===== config.mk =====
export PLATFORM = sky130hd
export DESIGN_NAME = intr_dest_matcher
export DESIGN_NICKNAME = d
export VERILOG_FILES = /design/src/rtl/dest_match_pkg.sv /design/src/rtl/dm_cfg_regs.sv /design/src/rtl/dm_logical_match.sv /design/src/rtl/dm_match_core.sv /design/src/rtl/intr_dest_matcher.sv
export SDC_FILE = /design/constraint.sdc
export NUM_CORES = 1
export LEC_CHECK = 0
export ABC_AREA = 1
export CAP_MARGIN = 15
export CORE_UTILIZATION = 35
export CTS_CLUSTER_DIAMETER = 40
export DETAILED_ROUTE_END_ITERATION = 8
export GPL_ROUTABILITY_DRIVEN = 1
export HOLD_SLACK_MARGIN = 0.12
export PLACE_DENSITY = 0.72
export SYNTH_ARGS = -nofsm -noshare
export SYNTH_HDL_FRONTEND = slang
export SYNTH_HIERARCHICAL = 1
export SYNTH_SLANG_ARGS = --single-unit

===== constraint.sdc =====
create_clock -name clk -period 2.73 [get_ports clk]
set_input_delay 0.546 -clock clk [delete_from_list [all_inputs] [get_ports clk]]
set_output_delay 0.546 -clock clk [all_outputs]
set_load 0.01 [all_outputs]

===== src/rtl/dest_match_pkg.sv =====
package dest_match_pkg;

    localparam int unsigned WORD_W   = 32;
    localparam int unsigned UID_W    = 8;
    localparam int unsigned NIB_W    = 4;
    localparam int unsigned TAG_LSB  = WORD_W - NIB_W;
    localparam int unsigned UID_LSB  = WORD_W - UID_W;

    localparam logic [NIB_W-1:0]  FMT_FLAT    = 4'hF;
    localparam logic [NIB_W-1:0]  FMT_CLUSTER = 4'h0;
    localparam logic [WORD_W-1:0] FMT_FORCE   = {{NIB_W{1'b0}}, {TAG_LSB{1'b1}}};
    localparam logic [UID_W-1:0]  BCAST_ID    = 8'hFF;

    typedef enum logic [1:0] {
        SH_DEST    = 2'b00,
        SH_SELF    = 2'b01,
        SH_ALL_INC = 2'b10,
        SH_ALL_EXC = 2'b11
    } shorthand_e;

    typedef enum logic [1:0] {
        CFG_ID  = 2'd0,
        CFG_LDR = 2'd1,
        CFG_FMT = 2'd2,
        CFG_EXT = 2'd3
    } cfg_sel_e;

    typedef struct packed {
        logic [WORD_W-1:0] dest;
        logic              logical;
        shorthand_e        sh;
        logic              from_self;
    } dest_msg_t;

    typedef struct packed {
        logic [UID_W-1:0]  uid;
        logic [WORD_W-1:0] ldr;
        logic [WORD_W-1:0] fmt;
        logic              ext;
    } addr_cfg_t;

    function automatic logic [WORD_W-1:0] ext_ldr_from_id(input logic [UID_W-1:0] id);
        logic [WORD_W-1:0] cl;
        logic [WORD_W-1:0] onehot;
        cl     = {{(WORD_W-UID_W){1'b0}}, id[UID_W-1:NIB_W], {NIB_W{1'b0}}} << 16;
        onehot = {{(WORD_W-1){1'b0}}, 1'b1} << id[NIB_W-1:0];
        return cl | onehot;
    endfunction

endpackage


===== src/rtl/dm_cfg_regs.sv =====
module dm_cfg_regs
    import dest_match_pkg::*;
#(
    parameter logic [UID_W-1:0] RESET_ID = '0
) (
    input  logic              clk,
    input  logic              rst,
    input  logic              wr_en,
    input  cfg_sel_e          sel,
    input  logic [WORD_W-1:0] wdata,
    output addr_cfg_t         cfg
);

    addr_cfg_t cfg_q;

    always_ff @(posedge clk) begin
        if (rst) begin
            cfg_q.uid <= RESET_ID;
            cfg_q.ldr <= '0;
            cfg_q.fmt <= '1;
            cfg_q.ext <= 1'b0;
        end else if (wr_en) begin
            case (sel)
                CFG_ID: begin
                    if (!cfg_q.ext) cfg_q.uid <= wdata[WORD_W-1:UID_LSB];
                end
                CFG_LDR: begin
                    if (!cfg_q.ext) cfg_q.ldr <= {wdata[WORD_W-1:UID_LSB], {UID_LSB{1'b0}}};
                end
                CFG_FMT: begin
                    if (!cfg_q.ext) cfg_q.fmt <= wdata | FMT_FORCE;
                end
                default: begin
                    cfg_q.ext <= wdata[0];
                    if (wdata[0] && !cfg_q.ext) cfg_q.ldr <= ext_ldr_from_id(cfg_q.uid);
                end
            endcase
        end
    end

    assign cfg = cfg_q;

endmodule


===== src/rtl/dm_logical_match.sv =====
module dm_logical_match
    import dest_match_pkg::*;
(
    input  logic [WORD_W-1:0] ldr,
    input  logic [NIB_W-1:0]  fmt_tag,
    input  logic              ext,
    input  logic [WORD_W-1:0] dest,
    output logic              hit
);

    logic [UID_W-1:0] lid;
    logic [UID_W-1:0] d8;

    assign lid = ldr[WORD_W-1:UID_LSB];
    assign d8  = dest[UID_W-1:0];

    always_comb begin
        hit = 1'b0;
        if (ext) begin
            hit = |(ldr & dest);
        end else begin
            case (fmt_tag)
                FMT_FLAT:    hit = |(lid & d8);
                FMT_CLUSTER: hit = (lid[UID_W-1:NIB_W] == d8[UID_W-1:NIB_W]) &&
                                   (|(lid[NIB_W-1:0] & d8[NIB_W-1:0]));
                default:     hit = 1'b0;
            endcase
        end
    end

endmodule


===== src/rtl/dm_match_core.sv =====
module dm_match_core
    import dest_match_pkg::*;
(
    input  dest_msg_t        msg,
    input  logic [UID_W-1:0] uid,
    input  logic             ext,
    input  logic             logical_hit,
    output logic             hit
);

    logic phys_hit;

    always_comb begin
        if (ext) begin
            phys_hit = (msg.dest == {{(WORD_W-UID_W){1'b0}}, BCAST_ID}) ||
                       (msg.dest == {{(WORD_W-UID_W){1'b0}}, uid});
        end else begin
            phys_hit = (msg.dest[UID_W-1:0] == BCAST_ID) ||
                       (msg.dest[UID_W-1:0] == uid);
        end
    end

    always_comb begin
        case (msg.sh)
            SH_DEST:    hit = msg.logical ? logical_hit : phys_hit;
            SH_SELF:    hit = msg.from_self;
            SH_ALL_INC: hit = 1'b1;
            default:    hit = !msg.from_self;
        endcase
    end

endmodule


===== src/rtl/intr_dest_matcher.sv =====
module intr_dest_matcher
    import dest_match_pkg::*;
#(
    parameter bit               REG_OUT  = 1'b1,
    parameter logic [UID_W-1:0] RESET_ID = '0
) (
    input  logic              clk,
    input  logic              rst,
    input  logic              cfg_wr_en,
    input  logic [1:0]        cfg_sel,
    input  logic [WORD_W-1:0] cfg_wdata,
    input  logic              msg_valid,
    input  logic [WORD_W-1:0] msg_dest,
    input  logic              msg_logical,
    input  logic [1:0]        msg_shorthand,
    input  logic              msg_from_self,
    output logic              match,
    output logic              match_vld
);

    addr_cfg_t cfg;
    dest_msg_t msg;
    logic      logical_hit;
    logic      hit_c;

    assign msg.dest      = msg_dest;
    assign msg.logical   = msg_logical;
    assign msg.sh        = shorthand_e'(msg_shorthand);
    assign msg.from_self = msg_from_self;

    dm_cfg_regs #(.RESET_ID(RESET_ID)) u_regs (
        .clk   (clk),
        .rst   (rst),
        .wr_en (cfg_wr_en),
        .sel   (cfg_sel_e'(cfg_sel)),
        .wdata (cfg_wdata),
        .cfg   (cfg)
    );

    dm_logical_match u_logical (
        .ldr     (cfg.ldr),
        .fmt_tag (cfg.fmt[WORD_W-1:TAG_LSB]),
        .ext     (cfg.ext),
        .dest    (msg.dest),
        .hit     (logical_hit)
    );

    dm_match_core u_core (
        .msg         (msg),
        .uid         (cfg.uid),
        .ext         (cfg.ext),
        .logical_hit (logical_hit),
        .hit         (hit_c)
    );

    generate
        if (REG_OUT) begin : g_reg_out
            logic match_q;
            logic vld_q;
            always_ff @(posedge clk) begin
                if (rst) begin
                    match_q <= 1'b0;
                    vld_q   <= 1'b0;
                end else begin
                    vld_q   <= msg_valid;
                    match_q <= msg_valid & hit_c;
                end
            end
            assign match     = match_q;
            assign match_vld = vld_q;
        end else begin : g_comb_out
            assign match     = msg_valid & hit_c;
            assign match_vld = msg_valid;
        end
    endgenerate

endmodule


==> results of run 1 <==
layout make-up:
cell class / count / area [um^2]
sequential: 43 / 861
clock inverter: 1 / 5.00
tap: 102 / 128
inverter: 67 / 251
timing repair buffer: 58 / 578
fill: 789 / 4280
multi-input combinational: 357 / 1540
clock buffer: 6 / 82.6
per-stage QoR:
stage                     cell area, um^2  cells  power [mW]  setup WS, ps
after floorplan                      2800    484       0.905           993
after global placement               3360    627        1.03           275
final                                3450    634        1.44           568
after global routing                 3450    634        1.52           436
after detailed placement             3360    627        1.03           266
after CTS                            3450    634        1.44           579
final timing paths:
path | start | endpoint | slack [ps]
hold reg to reg | u_regs/cfg[31]$_SDFFE_PP1P_ | u_regs/cfg[31]$_SDFFE_PP1P_ | 490
setup reg to reg | u_regs/cfg[61]$_SDFFE_PP0P_ | match$_SDFF_PP0_ | 1020
hold / removal | u_regs/cfg[31]$_SDFFE_PP1P_ | u_regs/cfg[31]$_SDFFE_PP1P_ | 490
setup / recovery | msg_dest[4] | match$_SDFF_PP0_ | 570
placed cells by master, fill, tap and decap left out, drive strengths merged:
| master | count |
|---|---|
| nand3 | 23 |
| nor3 | 1 |
| clkbuf | 6 |
| nand4 | 6 |
| a21oi | 9 |
| nand2 | 175 |
| ha | 4 |
| conb | 4 |
| clkdlybuf4s50 | 52 |
| dfxtp | 43 |
| or2 | 1 |
| clkinv | 2 |
| nor2 | 125 |
| inv | 66 |
| nand3b | 1 |
| buf | 6 |
| xnor2 | 4 |
| o21ai | 4 |
critical path, cell delays in order:
cell and delay, ps:
clkdlybuf4s50_1 510, ha_1 230, nor2_1 100, nand2_1 50
nor2_1 80, nand2_1 50, nand2_1 50, nand2_1 50
nand2_1 60, nand2_1 80, or2_2 290, nand3_1 80
nand3_1 60, nand2_1 70, nor2_2 30
power by group:
group | switching [mW] | total, mW | internal [mW]
logic | 0.176 | 0.331 | 0.156
clock network | 0.219 | 0.418 | 0.199
registers | 0.0272 | 0.690 | 0.663
state kept, by name (all words and copies together) (netlist names):
register and cells:
match 1, match_vld 1, u_regs/cfg 41
metal layers:
layer  GRT usage (%)  part of all wire, %  up-vias  wire length [um]
met2            29.7                   45       74              3080
met3            3.18                  5.5        4               376
met1            23.1                   49     1225              3320
met4            3.44                 0.67        0                46
met5               0                    0        -                 0
li1                -                    -     1517                 -
==> flow_summary.yaml, run 1 <==
outcome:
  outcome: "finished clean"
route:
  routed_wl_mm: 6.82
  drt-vias-per-instance: 4.45
  drc: 0
  detail-route-antenna-nets: 0
  post_drt_wl_per_cell_um: 10.8
  detailed_route_via_count: 2820
  drt_iter0_markers: 158
  initial_drt_pass_iterations: 4
power:
  cellLeakagePower_nw: 1.72
  pwr_density_cell_nw_per_um2: 417
  ir_worst_vdd_mv: 0.198
timing:
  report.final.setup_viol: 0
  max_slew_violations: 0
  fin_setup_tns_ps: 0
  final.min_clock_period_ps: 2160
  final.hold.worst_slack_ps: 486
  finalClockSkew_ps: 11.3
  max_freq_mhz: 462
  timing.final.hold_violations: 0
  rsz_0062_raised_after_global_routing: "no"
  fin_crit_sh_pct: 79.2
worst_setup_path:
  endpoint_kind: "register"
  crit_path_required_time_ps: 2910
  crit_path_max_fanout: 4
  startpoint_type: "primary input"
  cp.arrival_ps: 2340
  worst-r2r-cell-count: 14
  path_class: "in2reg"
grt:
  grt_remaining_overflow: 0
  grt_pass1_vias: 2621
  grt_max_degree: 57
  grt_pass1_wl_mm: 11.7
  globalRouteTotalUtil_pct: 17.5
  antenna_violations_before_repair: 0
clock_tree:
  post_cts_resized: 0
  cts_tree: "built"
  clock_tree.htree_level_count: 2
  cts_buf_count: 5
  clock-sinks: 43
  cts.hold.buffers_added: 0
  postCtsSetupRepairBufs: 0
  clkLatencyLatePin_ps: 300
  cts.path.max_buffers: 2
  cts-root-buf: "clkbuf_8"
  cts.clk_slew.worst_paths_ps: 80
die:
  placementRows: 32
  die_height_um: 91.2
  die_area_um2: 8320
  ioPinCount: 76
  die_width_um: 91.2
  initial_utilization_pct: 36.1
  coreArea_um2: 7730
finish:
  syn_to_final_growth_pct: 23.8
  num-nets-final: 610
  final_core_utilization_pct: 44.6
  number_of_antenna_cells_inserted: 0
  drive_above_1_share_pct: 8.27
yosys:
  syn_area_per_cell_um2: 5.79
  ys.warnings.count: 6
  netlist_area_um2: 2790
  post_synth_inst_count: 481
job:
  maxCapViolations: 0
placed_design:
  port_buffers: 52
  gpl.final_weighted_congestion: 0.885
  place_hpwl_mm: 5.20
min_path:
  hold_path.class: "reg2reg"
  whs_path_depth: 2
Power figures use the tool's default switching activity.
==> run 2: changes to the inputs <==
Settings changed: PLACE_DENSITY 0.72 to 0.75.
Clock period 2.73 ns to 1.85 ns, I/O delays scaled along.
==> flow_summary.yaml, run 2 (synthesized netlist as in run 1, its figures left out) <==
outcome:
  outcome: "finished clean"
timing:
  max_slew_violations: 0
  max_freq_mhz: 573
  finalClockSkew_ps: 6.03
  timing.final.hold_violations: 0
  fin_crit_sh_pct: 94.4
  report.final.setup_viol: 0
  final.min_clock_period_ps: 1750
clock_tree:
  clock-sinks: 43
  postCtsSetupRepairBufs: 0
  cts.hold.buffers_added: 0
  clkLatencyLatePin_ps: 300
  cts_tree: "built"
  cts-root-buf: "clkbuf_8"
  cts_buf_count: 5
  cts.path.max_buffers: 2
  cts.clk_slew.worst_paths_ps: 80
  clock_tree.htree_level_count: 2
worst_setup_path:
  critical_path_cell_count: 14
  top_cell_by_count_worst_path: "nand2_1"
  crit_path_max_fanout: 2
  timing.critical_path.buf_inv: 1
  crit_path_required_time_ps: 2040
  path_class: "in2reg"
  startpoint_type: "primary input"
  crit_chain: "clkdlybuf4s50_1 -> nand2_1 -> nand2_1 -> nor2_2 -> nand2_1 -> nor2_1 -> nand2_1 -> nand2_1 -> nand2_1 -> or2_2 -> nand3_2 -> nand3_1 -> nand2_1 -> nor2_2"
  endpoint_kind: "register"
  path_delay_family: "simple AND/OR/NAND/NOR gates"
  cp.arrival_ps: 1940
  reg2reg_slack_ps: 140
  worst_path_slowest_cell: "clkdlybuf4s50_1"
  worst_path_largest_cell_delay_ps: 420
  worstReg2RegEnd: "match$_SDFF_PP0_"
  startpoint_of_the_lowest_slack_register_to_register_path: "u_regs/cfg[61]$_SDFFE_PP0P_"
  worst-r2r-cell-count: 14
finish:
  fin_area_um2: 3580
  final_cell_mix: "153 x nand2_1, 118 x nor2_1, 65 x inv_1"
  drive_above_1_share_pct: 10.3
  number_of_antenna_cells_inserted: 0
  largest_register_ff_count: 41
  syn_to_final_growth_pct: 28.4
  final_core_utilization_pct: 46.3
  num-nets-final: 621
  mostFrequentLayoutCell: "nand2_1"
placed_design:
  gpl.final_weighted_congestion: 0.879
  port_buffers: 52
  place_hpwl_mm: 5.49
  post_dp_cell_area_um2: 3460
power:
  total_power_mw: 2.09
  cell_internal_pwr_mw: 1.47
  power.share.combinational_pct: 24.3
  power_switching_mw: 0.617
  pwr_density_cell_nw_per_um2: 584
  seqPwrFrac_pct: 48.8
  power.switching_fraction_pct: 29.6
  ir_worst_vdd_mv: 0.285
  clock_power_share_pct: 26.9
  cellLeakagePower_nw: 1.93
route:
  drt-vias-per-instance: 4.37
  detail-route-antenna-nets: 0
  post_drt_wl_per_cell_um: 11.0
  initial_drt_pass_iterations: 4
  drt_iter0_markers: 251
  routed_wl_mm: 7.07
  detailed_route_via_count: 2817
  drc: 0
grt:
  globalRouteTotalUtil_pct: 17.5
  grt_remaining_overflow: 0
  antenna_violations_before_repair: 0
  grt_pass1_wl_mm: 11.7
  grt_pass1_vias: 2601
  grt_max_degree: 37
die:
  die_width_um: 91.2
  placementRows: 32
  coreArea_um2: 7730
  initial_utilization_pct: 36.1
  die_height_um: 91.2
  ioPinCount: 76
  die_area_um2: 8320
min_path:
  hold_path.class: "reg2reg"
  whs_path_depth: 2
  worstHoldStart: "u_regs/cfg[29]$_SDFFE_PP1P_"
  worstHoldEndpoint: "u_regs/cfg[29]$_SDFFE_PP1P_"
job:
  maxCapViolations: 0
==> run 2: cell count changes in the layout (fill, tap and decap cells not counted), sizes merged <==
cell | previous run | this run
buf | 6 | 17
clkdlybuf4s50 | 52 | 31
clkinv | 2 | 1
dlygate4sd2 | 0 | 4
dlymetal6s2s | 0 | 17
==> run 2: cell type report <==
| class | instances | area, um^2 |
|---|---|---|
| multi-input cells | 357 | 1550 |
| clock buffers | 6 | 72.6 |
| fillers | 817 | 4150 |
| inverters | 67 | 251 |
| repair buffers | 69 | 711 |
| well taps | 102 | 128 |
| flip-flops and latches | 43 | 861 |
==> run 2: worst max path at each step <==
stage,start,endpoint,slack [ps]
2_1_floorplan,msg_dest[4],match$_SDFF_PP0_,290
3_3_place_gp,msg_dest[4],match$_SDFF_PP0_,-320
3_5_place_dp,msg_dest[7],match$_SDFF_PP0_,-360
4_1_cts,msg_dest[3],match$_SDFF_PP0_,10
5_1_grt,msg_dest[24],match$_SDFF_PP0_,-6
6_report,msg_dest[9],match$_SDFF_PP0_,100
==> run 2: power groups by stage <==
stage               sequential (mW)  combinational [mW]  clock [mW]
floorplan                      1.03               0.307           0
global placement               1.04               0.500           0
detailed placement             1.04               0.509           0
CTS                            1.02               0.509       0.573
global route                   1.03               0.572       0.608
finish                         1.02               0.507       0.561
==> run 2: repair_timing <==
action,4_1_cts,5_1_grt
resized for setup,4,20
setup endpoints to repair,1,1
pin swaps,0,12
==> run 2: worst reg2reg max path, cell delays in order (launching register included) <==
cell     delay, ps
dfxtp_1        340
ha_1           200
nor2_1         100
nand2_1         60
nor2_1          80
nand2_1         60
nand2_1         50
nand2_1         50
nand2_1         60
nand2_1         60
or2_2          300
nand3_2         80
nand3_1         60
nand2_1         80
nor2_2          30
==> run 2: per-stage QoR <==
stage	setup TNS, ps	cells	hold slack [ps]	worst slack (ps)
finish	0	644	490	104
global route	-6.35	644	519	-6.35
CTS	0	644	489	13.5
detailed placement	-364	638	472	-364
global placement	-317	638	467	-317
floorplan	0	484	437	289
==> run 2: routing by layer <==
layer	global-route usage (%)	up-vias	wire length, um	part of all wire, %
met5	0	-	0	0
met4	5.29	0	105	1.5
met3	2.18	8	382	5.4
met2	29.0	78	3240	46
met1	23.8	1194	3340	47
li1	-	1537	-	-
==> run 3: changes to the inputs <==
Settings changed: CORE_MARGIN set to 5, SETUP_SLACK_MARGIN set to 0.3.
==> flow_summary.yaml, run 3 (synthesized netlist as in run 1, its figures left out) <==
outcome:
  outcome: "finished clean"
die:
  initial_utilization_pct: 36.1
  placementRows: 32
  coreArea_um2: 7730
  die_area_um2: 9850
  die_width_um: 99.2
  ioPinCount: 76
  die_height_um: 99.2
grt:
  grt_remaining_overflow: 0
  globalRouteTotalUtil_pct: 14.6
  met1_usage_pct: 18.6
  grtUsageMet2_pct: 25.2
  peak_usage_layer_in_the_global_routing_report: "met2"
  globalRouteMet3Util_pct: 3.02
  grt_pass1_vias: 2735
  antenna_violations_before_repair: 0
  grt_pass1_wl_mm: 11.9
  grt_max_degree: 41
timing:
  worst_slack_ps: 269
  final.min_clock_period_ps: 1580
  finalClockSkew_ps: 9.71
  fin_crit_sh_pct: 85.5
  max_freq_mhz: 633
  max_slew_violations: 0
  timing.final.hold_violations: 0
  fin_setup_tns_ps: 0
  report.final.setup_viol: 0
  rsz_0062_raised_after_global_routing: "yes"
finish:
  multi_input_area_um2: 1600
  final_cell_mix: "151 x nand2_1, 118 x nor2_1, 65 x inv_1"
  mostFrequentLayoutCell: "nand2_1"
  number_of_antenna_cells_inserted: 0
  ff_latch_area_um2: 866
  fin_area_um2: 3650
  syn_to_final_growth_pct: 31.0
  num-nets-final: 624
  drive_above_1_share_pct: 13.5
  filler_cell_count: 797
  largest_register_ff_count: 41
clock_tree:
  cts_tree: "built"
  cts-root-buf: "clkbuf_8"
  cts_buf_count: 5
  clock-sinks: 43
  cts.path.max_buffers: 2
  cts.clk_slew.worst_paths_ps: 90
  cts.hold.buffers_added: 0
  clock_tree.htree_level_count: 2
  clkLatencyLatePin_ps: 300
route:
  routed_wl_mm: 7.12
  post_drt_wl_per_cell_um: 11.0
  detailed_route_via_count: 2872
  drt_iter0_markers: 166
  drc: 0
  drt-vias-per-instance: 4.43
  initial_drt_pass_iterations: 4
  detail-route-antenna-nets: 0
worst_setup_path:
  cp.arrival_ps: 1770
  startpoint_type: "register"
  top_cell_by_count_worst_path: "nand2_1"
  crit_path_max_fanout: 2
  crit_path_required_time_ps: 2040
  endpoint_kind: "register"
  worst_path_largest_cell_delay_ps: 360
  crit_chain: "ha_4 -> nor2_1 -> nand2_1 -> nor2_1 -> nand2_1 -> nand2_1 -> nand2_1 -> nand2_1 -> nand2_1 -> or2_4 -> nand3_2 -> nand3_2 -> nand2_2 -> nor2_2"
  path_class: "reg2reg"
  reg2reg_slack_ps: 270
  worst_path_slowest_cell: "dfxtp_2"
power:
  seqPwrFrac_pct: 42.3
  clock_power_share_pct: 36.6
  power.share.combinational_pct: 21.1
  ir_worst_vdd_mv: 0.296
  cellLeakagePower_nw: 1.87
  power.switching_fraction_pct: 27.2
  cell_internal_pwr_mw: 1.76
  pwr_density_cell_nw_per_um2: 661
  power_switching_mw: 0.655
placed_design:
  placement.setup.worst_slack_ps: -269
  place_hpwl_mm: 5.47
  gpl.final_weighted_congestion: 0.879
  port_buffers: 52
  post_dp_cell_area_um2: 3470
min_path:
  hold_path.class: "reg2reg"
job:
  maxCapViolations: 0
==> run 3: cell count changes in the layout (fill, tap and decap cells not counted), sizes merged <==
cell | previous run | this run
clkbuf | 6 | 7
clkdlybuf4s50 | 31 | 23
bufinv | 0 | 2
buf | 17 | 20
clkinvlp | 0 | 1
dlygate4sd2 | 4 | 25
clkdlybuf4s15 | 0 | 1
dlymetal6s2s | 17 | 1
==> run 3: cell type report <==
cell class              instances  share of cell area, %
well taps                     102                   3.50
clock buffers                   5                   1.89
inverters                      67                   6.89
clock inverters                 3                   1.85
repair buffers                 72                   18.2
multi-input cells             357                   43.9
flip-flops and latches         43                   23.7
==> run 3: worst max-delay path: cells and delay by family, from the launching register on <==
family	cells	cell delay (ps)
AND/OR/NAND/NOR	13	970
flip-flops	1	360
adder cells (fa/ha/maj)	1	150
==> run 3: final timing paths <==
check,start,end,cells past startpoint
max,u_regs/cfg[61]$_SDFFE_PP0P_,match$_SDFF_PP0_,14
min reg2reg,u_regs/cfg[32]$_SDFFE_PP1P_,u_regs/cfg[32]$_SDFFE_PP1P_,2
min,u_regs/cfg[32]$_SDFFE_PP1P_,u_regs/cfg[32]$_SDFFE_PP1P_,2
max reg2reg,u_regs/cfg[61]$_SDFFE_PP0P_,match$_SDFF_PP0_,14
==> run 3: repair_timing <==
item / in CTS / in global routing
cloned: 0 / 0
buffers inserted: 2 / 0
gates resized for setup: 38 / 12
endpoints found under the setup margin: 1 / 2
pin swaps: 24 / 7
==> run 3: per-layer routing <==
| layer | vias up | share of wire, % | wire [um] |
|---|---|---|---|
| li1 | 1543 | - | - |
| met1 | 1258 | 45 | 3190 |
| met2 | 67 | 49 | 3460 |
| met3 | 4 | 5.9 | 420 |
| met4 | 0 | 0.72 | 51 |
| met5 | - | 0 | 0 |
==> run 3: power by group through the flow <==
stage	sequential, mW	combinational (mW)	clock, mW
2_1_floorplan	1.03	0.311	0
3_3_place_gp	1.04	0.502	0
3_5_place_dp	1.04	0.511	0
4_1_cts	1.02	0.504	0.899
5_1_grt	1.03	0.576	0.937
6_report	1.02	0.509	0.882
==> run 3: stage by stage <==
step                      std cells  hold WS [ps]  utilization [%]  total power, mW
after CTS                       649           493             46.9             2.42
after detailed placement        639           474             44.9             1.55
after global placement          639           466             44.9             1.54
final                           649           492             47.2             2.41
after global routing            649           512             47.2             2.54
after floorplan                 484           437                -             1.34
